==> src/rtl/lbc_pkg.sv <==
package lbc_pkg;

  typedef enum logic {BANK_A = 1'b0, BANK_B = 1'b1} bank_e;

  function automatic bank_e other_bank(input bank_e b);
    return (b == BANK_A) ? BANK_B : BANK_A;
  endfunction

endpackage

==> src/rtl/lbc_pingpong.sv <==
module lbc_pingpong
  import lbc_pkg::*;
#(
  parameter int CNT_W = 8
) (
  input  logic             clk,
  input  logic             rst_n,
  input  logic             hit,
  input  logic             rd,
  output logic [CNT_W-1:0] rd_count
);

  bank_e            bank;
  logic [CNT_W-1:0] active_cnt;
  logic [CNT_W-1:0] fresh_start;

  always_comb begin
    fresh_start = hit ? CNT_W'(1) : '0;
  end

  for (genvar g = 0; g < 2; g++) begin : g_bank
    logic [CNT_W-1:0] val;
    always_ff @(posedge clk) begin
      if (!rst_n) begin
        val <= '0;
      end else if (rd) begin
        // The idle bank takes over; the retiring bank keeps its value
        if (bank != bank_e'(g)) val <= fresh_start;
      end else if (bank == bank_e'(g)) begin
        val <= val + CNT_W'(hit);
      end
    end
  end

  always_comb begin
    active_cnt = (bank == BANK_B) ? g_bank[1].val : g_bank[0].val;
  end

  always_ff @(posedge clk) begin
    if (!rst_n) begin
      bank     <= BANK_A;
      rd_count <= '0;
    end else if (rd) begin
      bank     <= other_bank(bank);
      rd_count <= active_cnt;
    end
  end

endmodule

==> config.mk <==
export PLATFORM = sky130hd
export DESIGN_NAME = lbc_pingpong
export DESIGN_NICKNAME = d
export VERILOG_FILES = /design/src/rtl/lbc_pkg.sv /design/src/rtl/lbc_pingpong.sv
export SDC_FILE = /design/constraint.sdc
export NUM_CORES = 1
export LEC_CHECK = 0
export BUFFER_PORTS_ARGS = -buffer_cell sky130_fd_sc_hd__buf_2
export CORE_MARGIN = 2
export CORE_UTILIZATION = 40
export DETAILED_ROUTE_END_ITERATION = 16
export PLACE_DENSITY_LB_ADDON = 0.05
export RECOVER_POWER = 25
export SLEW_MARGIN = 5
export SYNTH_ARGS = -nofsm -noshare
export SYNTH_HDL_FRONTEND = slang
export SYNTH_SLANG_ARGS = --single-unit
==> constraint.sdc <==
create_clock -name clk -period 3.4 [get_ports clk]
set_input_delay 0.34 -clock clk [delete_from_list [all_inputs] [get_ports clk]]
set_output_delay 0.34 -clock clk [all_outputs]
set_load 0.05 [all_outputs]
* Yosys cells after proc, flatten, opt, wreduce, memory -nomap -nowiden
Index checks and enable logic that the tools add are counted.
** Cells by class
- Add/sub/neg operators :: 2
- Eq/ne operators :: 3
- Multiplexer cells :: 9
- Reductions and logical operators :: 3
** Operators with widths (count)
- $mux 8 :: 7
- $add 8x1->8 :: 2
- $ne 2x2->1 const B :: 2
- $reduce_and 2->1 :: 2
- $mux 1 :: 2
- $ne 2x1->1 const B :: 1
- $reduce_bool 2->1 :: 1
** Storage, ports and cells
- Register bits after elaboration :: 25
- Bits of input ports :: 4
- Output and inout bits :: 8
- Logic and storage cells :: 21

* Longest topological paths before layout
- Depth after elaboration :: 3
- Depth in mapped cells :: 5
- Gate-level depth less buffers :: 5

* Least setup slack after synthesis
No wires, ideal clock.
- Path kind :: register -> register
- From :: reg g_bank[1].val[0]
- To :: reg g_bank[1].val[6]
- Library setup time :: 0.122 ns
- Arrival :: 1.290 ns
- Path slack :: 1.988 ns
- Stages on the path, launching flop included :: 6
- Path buffers :: 0
- Clock period less this slack :: 1.412 ns
- Cells stage by stage :: dfxtp_1 -> ha_1 -> ha_1 -> nand2_1 -> o2111a_1 -> a311o_1
** On the way
- Longest elaborated chain between the ends :: 3
** RTL lines
- from (decl) :: line lbc_pingpong.sv:22 : logic [CNT_W-1:0] val;
- from (signal assigned) :: line lbc_pingpong.sv:28 : if (bank != bank_e'(g)) val <= fresh_start;
- from (signal assigned) :: line lbc_pingpong.sv:30 : val <= val + CNT_W'(hit);
- $add 8x1->8 :: line lbc_pingpong.sv:30
- $mux 8 :: line lbc_pingpong.sv:29 : end else if (bank == bank_e'(g)) begin
- $mux 8 :: line lbc_pingpong.sv:26 : end else if (rd) begin
Every way passes these cells. The select of a mux whose other input is x is not followed.
A chain may end at the register's enable or synchronous reset.

* Worst setup path in the final report
- From :: reg bank
- To :: reg g_bank[0].val[7]
** On the way
- Longest elaborated chain between the ends :: 2
- Elaborated cells between the ends (all ways) :: 3
- Classes of those cells :: 2 x eq/ne; 1 x reduce/logical
** RTL lines
- from (decl) :: line lbc_pingpong.sv:13 : bank_e bank;
- from (signal assigned) :: line lbc_pingpong.sv:44 : bank <= other_bank(bank);
- $ne 2x1->1 (no line) or $ne 2x2->1 (tied branches)
- $reduce_and 2->1 (no line) *
- to (signal assigned) :: line lbc_pingpong.sv:28
- to (signal assigned) :: line lbc_pingpong.sv:30
- to (decl) :: line lbc_pingpong.sv:22
Every way passes the cells marked *; elsewhere a longest branch is shown, timed or not.

==> impl_results.md <==
- Outcome: finished clean
- Total GRT Usage: 15.9%
- Die Height: 62.2 µm
- Post-route clock skew: 0.00644 ns
- Fmax: 0.556 GHz
- Worst VDD drop: 0.000143 V
- Grt total ovfl: 0
- Place WS: 1.63 ns
- Crit start category: register
- Setup CP Type: reg -> reg
- Pin count of the biggest net entering global routing: 49
- Setup Viol. Count Final: 0
- Die width: 62.2 µm
- H-tree levels: 1
- Post-Synth Adder-Cell Area: 3.70%
- Final nets: 167
- Initial antenna violation count: 0
- Final instance area: 1430 µm²
- Post-Layout Cell Count: 204
- Reg2reg setup slack: 1.60 ns
- Crit share post-route: 52.9%
- Slew HR: 51.4%
- Mapped Area: 1350 µm²
- Slowest CP cell: dfxtp_1
- Clock transition at path regs: 0.14 ns
- Root Driver: clkbuf_4
- Worst-Margin Slew: 0.729 ns
- Final WS setup: 1.60 ns
- Syn Nets: 162
- Max cap viols: 0
- Critical Path AT: 2.04 ns
- Placed insts: 200
- CP max stage delay: 0.53 ns
- Worst-path maximum fanout: 19
- Main combinational cell family by area after synthesis: simple AND/OR/NAND/NOR gates
- Syn avg cell area: 8.79 µm²
- P&R area growth vs syn: 5.45%
- Bufs on Longest Clock Path: 2
- Initial Utilization: 41.2%
- Combinational Power Share: 15.6%
- Pwr dens: 378 nW/µm²
- Static Leak: 0.503 nW
- Final Power: 0.539 mW
- Layout cell share with drive strength beyond 1: 10.1%
- Std cell rows: 21
- CP Capture Type: register
- Hold-fix buffers at CTS: 0
- Final ANT Viol Nets: 0
- DR pass1 iterations: 4
- Final WL: 2820 µm
- Vias per inst: 5.53
- Routed len/inst: 13.8 µm
- Clock Sinks: 25
- Synth Warn #: 0
- Async set-reset flop share out of synthesis: 0%
- Reg2Reg Launch Point: bank$_SDFFE_PN0P_
- Yosys cell types: 39
- Post-route setup TNS: 0 ns
- Core region area: 3280 µm²
- Final Hold Vio Count: 0
- Number of CTS-inserted buffers: 3
- Multiplexer share of the synthesized area: 7.49%
- CP required: 3.64 ns
- Compound-gate portion of the synthesized area: 19.0%
- Placed inst area: 1410 µm²
- Gp weighted congestion: 0.753
- Commonest non-fill, non-tap cells in the layout: dfxtp_1 (25), nand2_1 (11), nor2_1 (11), a211oi_1 (11), mux2i_1 (9)
- Most used DFF post-synth: dfxtp_1
- Fill count: 341
- Setup Fix Bufs, Post-CTS: 0
- Commonest non-fill, non-tap cell in the layout: dfxtp_1
- Post-Synth XOR/XNOR Area: 0.647%
- Drt drc: 0
- IO Count: 12
- Sw frac: 30.3%
- Total number of vias: 1129
- Sw Pwr: 0.163 mW
- HP Class: in -> reg
- N_diodes: 0
- CTS resizes: 0
- Clock latency on the worst-skew pair: 0.33 ns
- Cell Int Power: 0.376 mW
- RSZ-0062 raised after global routing: no
- Worst setup startpoint: bank$_SDFFE_PN0P_
- Vias in the first global route: 1056
- Hold Crit Start: hit
- CTS tree: yes
- Iteration-0 DRC Markers: 62
- Min Tclk post-route: 1.80 ns
- First-pass GRT wire length: 4950 µm
- Sequential fraction of the synthesis area: 37.0%
- Slew Limit Fails: 0
- Number of synthesized flops with an enable pin: 0
- Crit-path cells: buf_4, nand4b_1, nor3_1, mux2_2
- Reg power frac: 58.7%
- Hpwl dp: 1870 µm
- Die ar.: 3870 µm²
- PortBufs: 11
- Synth Area in Simple Gates: 26.5%
- Seq cells post-synth: 25
- Mapped Cells: 154
- Clock power frac: 25.7%
## synth_stat cells, types with 3 or more instances
cell       n  area, µm²
dfxtp_1   25        500
ha_1       4       50.1
a21oi_1    7       35.0
nor2_1    11       41.3
nand4b_1   5       43.8
nor2b_1    4       25.0
clkbuf_1   4       15.0
a211oi_1  11       82.6
nand2b_1   4       25.0
o211ai_1   3       22.5
o21ai_0    8       40.0
buf_2      3       15.0
nand3_1    4       20.0
mux2i_1    9       90.1
nand2_1   11       41.3
buf_4      3       22.5
or3_1      4       25.0
and2_1     3       18.8
nand3b_1   6       45.0
## power groups by stage
stage | registers, mW | clock network (mW) | logic [mW]
2_1_floorplan | 0.335 | 0 | 0.0580
3_3_place_gp | 0.322 | 0 | 0.0840
3_5_place_dp | 0.323 | 0 | 0.0859
4_1_cts | 0.316 | 0.144 | 0.0863
5_1_grt | 0.319 | 0.158 | 0.0932
6_report | 0.316 | 0.139 | 0.0844
## worst paths after layout
path | end | depth (start not counted)
setup / recovery | g_bank[0].val[7]$_SDFFE_PN0P_ | 4
hold / removal | g_bank[0].val[0]$_SDFFE_PN0P_ | 3
setup reg to reg | g_bank[0].val[7]$_SDFFE_PN0P_ | 4
hold reg to reg | rd_count[3]$_SDFFE_PN0P_ | 2
## sequential cells by signal, summed over array words and instances (netlist names)
signal / flops
g_bank.val: 16
rd_count: 8
bank: 1
## metal layers
metal	routed length [µm]	vias up	global-route usage, %
met4	56	0	7.78
met3	80	5	2.17
met5	0	-	0
met2	1280	18	25.0
met1	1400	529	21.4
li1	-	577	-
## cell type report
type	instances	area, µm²	share of cell area [%]
timing repair buffer	12	57.6	4.03
multi-input combinational	115	777	54.4
tap	46	57.6	4.03
sequential	25	500	35.1
clock buffer	3	22.5	1.58
inverter	2	7.51	0.526
clock inverter	1	5.00	0.351
## logic make-up after synthesis
logic type | after synthesis
multiplexers | 10
XOR/XNOR | 1
buffers and inverters | 14
flip-flops | 25
AO/OA/AOI/OAI | 38
AND/OR/NAND/NOR | 62
adder cells (fa/ha/maj) | 4
## metrics by stage
stage,hold WS (ns),util [%]
3_5_place_dp,0.478,42.8
4_1_cts,0.310,43.6
2_1_floorplan,0.457,-
5_1_grt,0.321,43.5
6_report,0.315,43.5
3_3_place_gp,0.472,42.8
## worst max-delay path, delay by kind of cell, from the launching register on
family	cells	cell delay, ns
buf+inv	1	0.31
flops	1	0.53
mux	1	0.35
simple gates	2	0.52
Note: power is estimated with default switching activity, not from simulation.
